**src/rtl/uart_stat_reg.sv**
```systemverilog
module uart_stat_reg (
  input  logic       clk,
  input  logic       rst_n,
  input  logic       reg_rd,
  input  logic       reg_wr,
  input  logic [7:0] reg_wdata,
  output logic [7:0] reg_rdata,
  input  logic       tdr_write,
  input  logic       rdr_read,
  input  logic       tx_enable,
  input  logic       tx_load,
  input  logic       tx_last,
  input  logic       rx_done,
  input  logic       rx_stop_low,
  input  logic       rx_par_bad,
  input  logic       rx_mpb,
  output logic [7:0] status,
  output logic       mpb_tx
);

  logic       tdre, rdrf, oerr, ferr, perr, tend, mpbr, mpbt;
  logic [7:3] arm;

  wire [7:3] sw_clr = {5{reg_wr}} & arm & ~reg_wdata[7:3];

  wire tdre_set = ~tx_enable | tx_load;
  wire rdrf_set = rx_done & ~rx_stop_low & ~rx_par_bad & ~rdrf;
  wire oerr_set = rx_done & rdrf;
  wire ferr_set = rx_done & rx_stop_low;
  wire perr_set = rx_done & rx_par_bad;
  wire tend_set = ~tx_enable | (tx_last & tdre);

  assign status    = {tdre, rdrf, oerr, ferr, perr, tend, mpbr, mpbt};
  assign reg_rdata = status;
  assign mpb_tx    = mpbt;

  always_ff @(posedge clk) begin
    if (!rst_n) begin
      tdre <= 1'b1;
      rdrf <= 1'b0;
      oerr <= 1'b0;
      ferr <= 1'b0;
      perr <= 1'b0;
      tend <= 1'b1;
      mpbr <= 1'b0;
      mpbt <= 1'b0;
      arm  <= '0;
    end else begin
      tdre <= tdre_set | (tdre & ~tdr_write & ~sw_clr[7]);
      rdrf <= rdrf_set | (rdrf & ~rdr_read & ~sw_clr[6]);
      oerr <= oerr_set | (oerr & ~sw_clr[5]);
      ferr <= ferr_set | (ferr & ~sw_clr[4]);
      perr <= perr_set | (perr & ~sw_clr[3]);
      tend <= tend_set | (tend & ~tdr_write & ~sw_clr[7]);
      if (rdrf_set) mpbr <= rx_mpb;
      if (reg_wr)   mpbt <= reg_wdata[0];
      if (reg_wr)      arm <= '0;
      else if (reg_rd) arm <= arm | status[7:3];
    end
  end

endmodule

```
**config.mk**
```make
export PLATFORM = sky130hd
export DESIGN_NAME = uart_stat_reg
export DESIGN_NICKNAME = d
export VERILOG_FILES = /design/src/rtl/uart_stat_reg.sv
export SDC_FILE = /design/constraint.sdc
export NUM_CORES = 1
export LEC_CHECK = 0
export ABC_AREA = 1
export BUFFER_PORTS_ARGS = -buffer_cell sky130_fd_sc_hd__buf_2
export CAP_MARGIN = 25
export CORE_MARGIN = 1.5
export CORE_UTILIZATION = 37
export DETAILED_ROUTE_END_ITERATION = 12
export MAX_ROUTING_LAYER = met4
export PLACE_DENSITY = 0.77
export SYNTH_ARGS = -nofsm -noshare
export SYNTH_HDL_FRONTEND = slang
export SYNTH_SLANG_ARGS = --single-unit
export TNS_END_PERCENT = 30
```
**constraint.sdc**
```tcl
create_clock -name clk -period 0.8 [get_ports clk]
set_input_delay 0.16 -clock clk [delete_from_list [all_inputs] [get_ports clk]]
set_output_delay 0.16 -clock clk [all_outputs]
set_load 0.1 [all_outputs]
```
==> results of run 1 <==
==> what timing repair did <==
item,4_1_cts,5_1_grt
pin swaps,2,4
gates resized for setup,17,7
setup endpoints to repair,19,25
buffers inserted,5,0
==> final cells by class <==
class / count / area, sq um
clock buffer: 3 / 22.5
clock inverter: 1 / 5.00
fill: 105 / 450
inverter: 10 / 37.5
multi-input combinational: 45 / 236
sequential: 13 / 290
tap: 16 / 20.0
timing repair buffer: 40 / 479
==> metal layers <==
layer	vias to the layer above	wire (um)	part of all wire, %
li1	304	-	-
met1	293	656	39
met2	23	868	52
met3	7	94	5.6
met4	0	53	3.2
met5	-	0	0
==> cell families after synthesis <==
family / after synthesis
AND/OR/NAND/NOR: 33
flip-flops: 13
buffers and inverters: 26
AO/OA/AOI/OAI: 12
==> state kept, by name, summed over array words and instances (netlist names) <==
| signal | flops |
|---|---|
| perr | 1 |
| rdrf | 1 |
| tdre | 1 |
| mpbr | 1 |
| tend | 1 |
| mpb_tx | 1 |
| ferr | 1 |
| oerr | 1 |
| arm | 5 |
==> worst min path at each step <==
stage / to / from / slack, ns
global placement: tdre / tx_load / 0.35
CTS: tdre / tx_load / 0.06
detailed placement: tdre / tx_load / 0.35
global route: tdre / tx_load / 0.08
floorplan: tdre / tx_load / 0.26
finish: tdre / tx_load / 0.06
==> power by group through the flow <==
stage / registers (mW) / clock network [mW] / logic (mW)
2_1_floorplan: 0.734 / 0 / 0.423
3_3_place_gp: 0.727 / 0 / 0.620
3_5_place_dp: 0.729 / 0 / 0.627
4_1_cts: 0.705 / 0.414 / 0.649
5_1_grt: 0.712 / 0.447 / 0.675
6_report: 0.706 / 0.411 / 0.650
==> stage by stage <==
step	power, mW	utilization, %	cells
floorplan	1.16	-	84
global placement	1.35	63.7	120
detailed placement	1.36	63.7	120
CTS	1.77	70.5	129
global route	1.83	70.8	128
finish	1.77	70.8	128
==> Yosys cell counts, types with 2 or more instances <==
master,count
nor2_1,10
nand2_1,13
nand3_1,7
a21oi_1,10
dfxtp_1,13
buf_4,16
inv_2,2
inv_1,8
==> impl_metrics.env, run 1 <==
export IMPL_p_leak_nw=0.498
export IMPL_synth_compound_area_share_pct=10.2
export IMPL_min_period_over_period_pct=128
export IMPL_p_comb_share_pct=36.8
export IMPL_synthMuxAreaShare_pct=0
export IMPL_die_area_sq_um=1950
export IMPL_die_w_um=44.2
export IMPL_path_depth=1
export IMPL_syn_inst=84
export IMPL_clock_fmax_ghz=0.978
export IMPL_synth_seq_area_share_pct=41.4
export IMPL_endpoint_kind="output port"
export IMPL_max_cap_violations=0
export IMPL_viasPerCell=4.90
export IMPL_pre_cts_ws_ns=-0.0621
export IMPL_grt_ovfl_total=0
export IMPL_irDropWorstVdd_v=0.000999
export IMPL_violations="setup timing"
export IMPL_setup_viol=21
export IMPL_grt_util_met2_pct=32.4
export IMPL_area_delta_synth_final_pct=73.7
export IMPL_status="finished with violations"
export IMPL_cts_made_buffers=3
export IMPL_layout_common_cells="18 x buf_2, 17 x buf_12, 12 x nand2_1"
export IMPL_postPlaceCellArea_sq_um=982
export IMPL_top_usage_layer="met2"
export IMPL_synthFlopType="dfxtp_1"
export IMPL_dr_total_vias=627
export IMPL_drt_first_iter_violations=7
export IMPL_gp_congestion=0.769
export IMPL_antenna_found_initial=0
export IMPL_clk_pin_slew_ns=0.08
export IMPL_p_int_mw=1.08
export IMPL_r2r_start="rdrf"
export IMPL_clock_sinks=13
export IMPL_yosys_area_share_adder_pct=0
export IMPL_cts_tree="done"
export IMPL_p_per_area_nw_per_um2=1620
export IMPL_initial_core_util_pct=40.7
export IMPL_switchingPower_mw=0.685
export IMPL_dieHeight_um=44.2
export IMPL_seqPwrFrac_pct=40.0
export IMPL_ff2ff_setup_slack_ns=-0.10
export IMPL_htreeDepth=1
export IMPL_rsz0062_at_grt="true"
export IMPL_antenna_left=0
export IMPL_drt_pass1_iter_count=4
export IMPL_io_pins=38
export IMPL_cp_required_ns=0.64
export IMPL_cp_endpoint="status[0]"
export IMPL_syn_avg_cell_area_sq_um=7.48
export IMPL_async_reset_ff_share_pct=0
export IMPL_worst_path_buf_inv=1
export IMPL_core_area_sq_um=1540
export IMPL_synth_top_family_by_area="buffers and inverters"
export IMPL_grt_usage_pct=19.8
export IMPL_crit_path_start="mpb_tx"
export IMPL_finClkSkew_ns=0.000288
export IMPL_stdcell_area_sq_um=1090
export IMPL_worst_ep_arrival_time_ns=0.86
export IMPL_port_buffers=35
export IMPL_mostFrequentLayoutCell="buf_2"
export IMPL_grt_max_degree=9
export IMPL_dpl_hpwl_um=1140
export IMPL_critical_path_top_delay_family="flip-flops"
export IMPL_timing_rr_end="mpbr"
export IMPL_max_slew_margin_rel_pct=82.3
export IMPL_ys_types=13
export IMPL_ctsHoldBuffers=0
export IMPL_r2r_cells=5
export IMPL_drc=0
export IMPL_met3_usage_pct=2.86
export IMPL_clockRootBuffer="clkbuf_4"
export IMPL_placementRows=14
export IMPL_diodes=0
export IMPL_min_path_cells=3
export IMPL_worstPathCellList="buf_12"
export IMPL_wirelength_um=1670
export IMPL_hp_class="primary input to register"
export IMPL_fin_tns_setup_ns=-3.93
export IMPL_worst_pin_slew_ns=0.265
export IMPL_swShare_pct=38.7
export IMPL_cp_start_kind="register"
export IMPL_cts_buffer_depth=2
export IMPL_fin_crit_ns=1.02
export IMPL_yosysTopAreaCell="dfxtp_1"
export IMPL_hold_viol=0
export IMPL_routedWlPerCell_um=13.1
export IMPL_cp_max_fo=4
export IMPL_nets=134
export IMPL_syn_num_nets=105
export IMPL_fin_ws_ns=-0.223
export IMPL_synth_simple_area_share_pct=23.3
export IMPL_hold_slack_ns=0.0646
export IMPL_cpPeakStageDelay_ns=0.40
export IMPL_grt_met1_usage_pct=23.3
export IMPL_synth_edf_count=0
export IMPL_crit_type="register to output port"
export IMPL_synth_top_area_share_pct=41.4
export IMPL_grt_pass1_wl_um=2740
export IMPL_crit_slowest_cell="dfxtp_4"
export IMPL_ys_seq_elements=13
export IMPL_syn_area_sq_um=628
export IMPL_ys_warn_count=0
export IMPL_drive_gt1_share_pct=57.1
export IMPL_final_max_slew_viol_count=0
export IMPL_grt_pass1_vias=619
export IMPL_clkPwrFrac_pct=23.3
export IMPL_synthXorXnorAreaFrac_pct=0
export IMPL_clkLatencyLatePin_ns=0.28
export IMPL_ys_top_cells_by_area="dfxtp_1 41%, buf_4 19%, a21oi_1 8.0%"
(Power assumes the default switching activity.)
==> run 2, diff against run 1 <==
MAX_ROUTING_LAYER = unset   (was met4)
==> run 2 against run 1 <==
The flow still finishes with violations (setup timing). Setup slack gained 0.00072 ns. Wire length grew 0.30%. Non-clock buffer count is the same. Sequential cell count is the same. Combinational power is essentially flat. Sequential power is essentially flat. Clock power is essentially flat. Maximum frequency is essentially flat. Critical endpoint unchanged.
==> impl_metrics.env, run 2 (synthesis gave the netlist of run 1 again) <==
export IMPL_status="finished with violations"
export IMPL_io_pins=38
export IMPL_grt_ovfl_total=0
export IMPL_final_max_slew_viol_count=0
export IMPL_dr_total_vias=626
export IMPL_p_per_area_nw_per_um2=1620
export IMPL_wirelength_um=1680
export IMPL_clockRootBuffer="clkbuf_4"
export IMPL_dpl_hpwl_um=1140
export IMPL_drt_first_iter_violations=5
export IMPL_finClkSkew_ns=0.00117
export IMPL_fin_ws_ns=-0.222
export IMPL_placementRows=14
export IMPL_worstPathCellList="buf_12"
export IMPL_hp_class="primary input to register"
export IMPL_setup_viol=21
export IMPL_drive_gt1_share_pct=57.1
export IMPL_layout_common_cells="18 x buf_2, 17 x buf_12, 12 x nand2_1"
export IMPL_ff2ff_setup_slack_ns=-0.10
export IMPL_dieHeight_um=44.2
export IMPL_crit_slowest_cell="dfxtp_4"
export IMPL_grt_pass1_vias=618
export IMPL_antenna_found_initial=0
export IMPL_min_period_over_period_pct=128
export IMPL_p_leak_nw=0.498
export IMPL_mostFrequentLayoutCell="buf_2"
export IMPL_die_w_um=44.2
export IMPL_drt_pass1_iter_count=4
export IMPL_cp_max_fo=4
export IMPL_diodes=0
export IMPL_grt_usage_pct=19.2
export IMPL_nets=134
export IMPL_area_delta_synth_final_pct=73.7
export IMPL_max_slew_margin_rel_pct=82.3
export IMPL_fin_tns_setup_ns=-3.94
export IMPL_initial_core_util_pct=40.7
export IMPL_grt_max_degree=9
export IMPL_rsz0062_at_grt="true"
export IMPL_postPlaceCellArea_sq_um=982
export IMPL_ctsHoldBuffers=0
export IMPL_top_register="arm"
export IMPL_crit_type="register to output port"
export IMPL_cpPeakStageDelay_ns=0.40
export IMPL_hold_viol=0
export IMPL_stdcell_area_sq_um=1090
export IMPL_cts_buffer_depth=2
export IMPL_port_buffers=35
export IMPL_cp_required_ns=0.64
export IMPL_largest_reg_flops=5
export IMPL_endpoint_kind="output port"
export IMPL_cp_start_kind="register"
export IMPL_clock_fmax_ghz=0.978
export IMPL_antenna_left=0
export IMPL_critical_path_top_delay_family="flip-flops"
export IMPL_fin_crit_ns=1.02
export IMPL_gp_congestion=0.759
export IMPL_worst_ep_arrival_time_ns=0.86
export IMPL_cts_made_buffers=3
export IMPL_clock_sinks=13
export IMPL_viasPerCell=4.89
export IMPL_routedWlPerCell_um=13.1
export IMPL_core_area_sq_um=1540
export IMPL_cts_tree="done"
export IMPL_drc=0
export IMPL_irDropWorstVdd_v=0.000997
export IMPL_clkLatencyLatePin_ns=0.28
export IMPL_violations="setup timing"
export IMPL_htreeDepth=1
export IMPL_clk_pin_slew_ns=0.08
export IMPL_grt_pass1_wl_um=2740
export IMPL_worst_path_buf_inv=1
export IMPL_die_area_sq_um=1950
export IMPL_worst_pin_slew_ns=0.264
export IMPL_max_cap_violations=0
-- run 2: cell counts in the layout (fill, tap and decap cells not counted) --
Identical to the previous run, type by type.
-- run 2: where the power goes --
part | leakage [nW] | switching [mW] | internal [mW]
Sequential | 0.110 | 0.0459 | 0.660
Clock | 0.0177 | 0.224 | 0.186
Combinational | 0.370 | 0.413 | 0.237
Total | 0.498 | 0.683 | 1.08
-- run 2: final cells by class --
cell class              instances  area, sq um
clock buffers                   3         22.5
clock inverters                 1         5.00
fillers                       105          450
inverters                      10         37.5
multi-input cells              45          236
flip-flops and latches         13          290
well taps                      16         20.0
repair buffers                 40          479
-- run 2: path summary, 6_finish.rpt --
kind,start,endpoint,cells past startpoint
min,tx_load,tdre,3
min reg2reg,arm[3],arm[3],2
max reg2reg,rdrf,mpbr,5
max,mpb_tx,status[0],1
-- run 2: per-layer routing --
metal | up-vias | part of all wire [%] | track usage (%)
li1 | 304 | - | -
met2 | 25 | 52 | 32.4
met1 | 291 | 39 | 23.3
met5 | - | 0 | 0
met4 | 0 | 3.5 | 10.9
met3 | 6 | 5.8 | 2.86
-- run 2: what timing repair did --
item                       CTS  global route
gates resized for setup     17             7
pin swaps                    2             4
setup buffers                5             0
setup endpoints to repair   19            25
-- run 2: through the flow --
stage | total power [mW] | hold slack [ns] | setup WS, ns | cells | utilization, %
CTS | 1.77 | 0.0630 | -0.263 | 129 | 70.5
global placement | 1.35 | 0.352 | -0.0270 | 120 | 63.7
floorplan | 1.16 | 0.259 | -0.128 | 84 | -
finish | 1.77 | 0.0651 | -0.222 | 128 | 70.8
global route | 1.83 | 0.0806 | -0.253 | 128 | 70.8
detailed placement | 1.36 | 0.354 | -0.0621 | 120 | 63.7
-- run 2: worst reg2reg max path, cell delays in order (launching register included) --
cell	delay (ns)
dfxtp_4	0.38
buf_6	0.13
nor2_4	0.10
nand3_1	0.09
nand2_1	0.07
nor2_1	0.03
==> run 3, diff against run 2 <==
--- a/constraint.sdc
+++ b/constraint.sdc
@@ -3,2 +3,2 @@
 set_output_delay 0.16 -clock clk [all_outputs]
-set_load 0.1 [all_outputs]
+set_load 0.005 [all_outputs]
==> run 3 against run 2 <==
The run still ends with setup timing left. Worst hold slack lost 0.0032 ns. Final cell count shrank 1.6%. Combinational power shrank 71%. Sequential power shrank 2%. Die area is the same. Wire length shrank 22%.
==> impl_metrics.env, run 3 (synthesis gave the netlist of run 1 again) <==
export IMPL_grt_usage_pct=14.7
export IMPL_grt_max_degree=9
export IMPL_fin_util_pct=50.2
export IMPL_io_pins=38
export IMPL_die_area_sq_um=1950
export IMPL_die_w_um=44.2
export IMPL_rsz0062_at_grt="true"
export IMPL_viasPerCell=4.71
export IMPL_dieHeight_um=44.2
export IMPL_fin_ws_ns=-0.108
export IMPL_core_area_sq_um=1540
export IMPL_fin_crit_ns=0.908
export IMPL_finClkSkew_ns=0.00257
export IMPL_wirelength_um=1310
export IMPL_worst_path_buf_inv=1
export IMPL_total_power_mw=1.29
export IMPL_max_cap_violations=0
export IMPL_htreeDepth=1
export IMPL_clockRootBuffer="clkbuf_4"
export IMPL_hp_class="primary input to register"
export IMPL_p_leak_nw=0.402
export IMPL_met2_length_um=648
export IMPL_routedWlPerCell_um=10.4
export IMPL_final_seq_area_sq_um=273
export IMPL_gp_congestion=0.722
export IMPL_min_period_over_period_pct=114
export IMPL_worstPathCellList="buf_2"
export IMPL_nets=132
export IMPL_layout_common_cells="35 x buf_2, 13 x nand2_1, 10 x nor2_1"
export IMPL_drt_first_iter_violations=9
export IMPL_met1_length_um=550
export IMPL_dr_total_vias=594
export IMPL_top_layer="met4"
export IMPL_drive_gt1_share_pct=51.8
export IMPL_r2r_cells=5
export IMPL_initial_core_util_pct=40.7
export IMPL_cts_made_buffers=3
export IMPL_cts_tree="done"
export IMPL_p_per_area_nw_per_um2=1670
export IMPL_dpl_hpwl_um=944
export IMPL_final_max_slew_viol_count=0
export IMPL_status="finished with violations"
export IMPL_crit_slowest_cell="dfxtp_4"
export IMPL_cp_required_ns=0.64
export IMPL_hold_end="tdre"
export IMPL_clk_pin_slew_ns=0.08
export IMPL_cts_buffer_depth=2
export IMPL_mostFrequentLayoutCell="buf_2"
export IMPL_max_slew_margin_rel_pct=87.7
export IMPL_irDropWorstVdd_v=0.000766
export IMPL_cpPeakStageDelay_ns=0.35
export IMPL_setup_viol=19
export IMPL_port_buffers=35
export IMPL_top_register="arm"
export IMPL_worst_ep_arrival_time_ns=0.75
export IMPL_ff2ff_setup_slack_ns=-0.05
export IMPL_worst_pin_slew_ns=0.184
export IMPL_area_delta_synth_final_pct=23.1
export IMPL_timing_rr_end="mpbr"
export IMPL_diodes=0
export IMPL_min_path_cells=3
export IMPL_cp_start_kind="register"
export IMPL_fillCellCount=158
export IMPL_drc=0
export IMPL_largest_reg_flops=5
export IMPL_r2r_start="rdrf"
export IMPL_violations="setup timing"
export IMPL_multi_input_area_sq_um=218
export IMPL_clock_sinks=13
export IMPL_hold_viol=0
export IMPL_placementRows=14
export IMPL_hold_start="tx_load"
export IMPL_antenna_found_initial=0
export IMPL_met3_length_um=61
export IMPL_endpoint_kind="output port"
export IMPL_antenna_left=0
export IMPL_critical_path_top_delay_family="flip-flops"
export IMPL_clock_fmax_ghz=1.10
export IMPL_grt_ovfl_total=0
export IMPL_grt_pass1_vias=511
export IMPL_grt_pass1_wl_um=1970
export IMPL_cp_max_fo=3
export IMPL_drt_pass1_iter_count=3
export IMPL_clkLatencyLatePin_ns=0.28
export IMPL_crit_type="register to output port"
## run 3: power breakdown
group / total, mW / internal, mW / switching [mW] / leakage (nW)
clock network: 0.410 / 0.186 / 0.224 / 0.0177
registers: 0.691 / 0.674 / 0.0178 / 0.108
logic: 0.190 / 0.0963 / 0.0941 / 0.277
## run 3: worst max path at each step
stage / start / endpoint / slack, ns / depth (start not counted)
final: rdrf / reg_rdata[6] / -0.11 / 1
after global routing: mpb_tx / mpb_tx / -0.14 / 1
after CTS: perr / reg_rdata[3] / -0.11 / 1
after detailed placement: rdrf / mpbr / -0.01 / 3
after global placement: rdrf / mpbr / 0.003 / 3
after floorplan: rdrf / mpbr / 0.04 / 3
## run 3: per-stage QoR
step	setup TNS (ns)	hold WS, ns	area (sq um)	instances	worst slack (ns)
5_1_grt	-2.35	0.0728	773	126	-0.138
3_3_place_gp	0	0.352	703	119	0.00340
3_5_place_dp	-0.0226	0.353	703	119	-0.0143
6_report	-1.67	0.0620	773	126	-0.108
2_1_floorplan	0	0.259	628	84	0.0366
4_1_cts	-1.75	0.0584	766	126	-0.106
## run 3: area by class of cell
class	instances	area share, %
Clock inverter	1	0.647
Sequential cell	13	35.3
Timing Repair Buffer	38	25.6
Tap cell	16	2.59
Multi-Input combinational cell	45	28.2
Clock buffer	3	2.91
Inverter	10	4.85
## run 3: worst register-to-register path, delay by kind of cell, from the launching register on
kind | cells | cell delay, ns
AND/OR/NAND/NOR | 4 | 0.25
buffers and inverters | 1 | 0.15
flip-flops | 1 | 0.35
## run 3: what timing repair did
action | in CTS | in global routing
endpoints found under the setup margin | 19 | 21
pin swaps | 1 | 0
setup buffers | 3 | 0
resized for setup | 9 | 2
hold buffers | 0 | 0
## run 3: metal layers
metal / global-route usage, % / vias to the layer above
li1: - / 302
met1: 15.3 / 269
met2: 23.5 / 18
met3: 3.67 / 5
met4: 14.5 / 0
met5: 0 / -
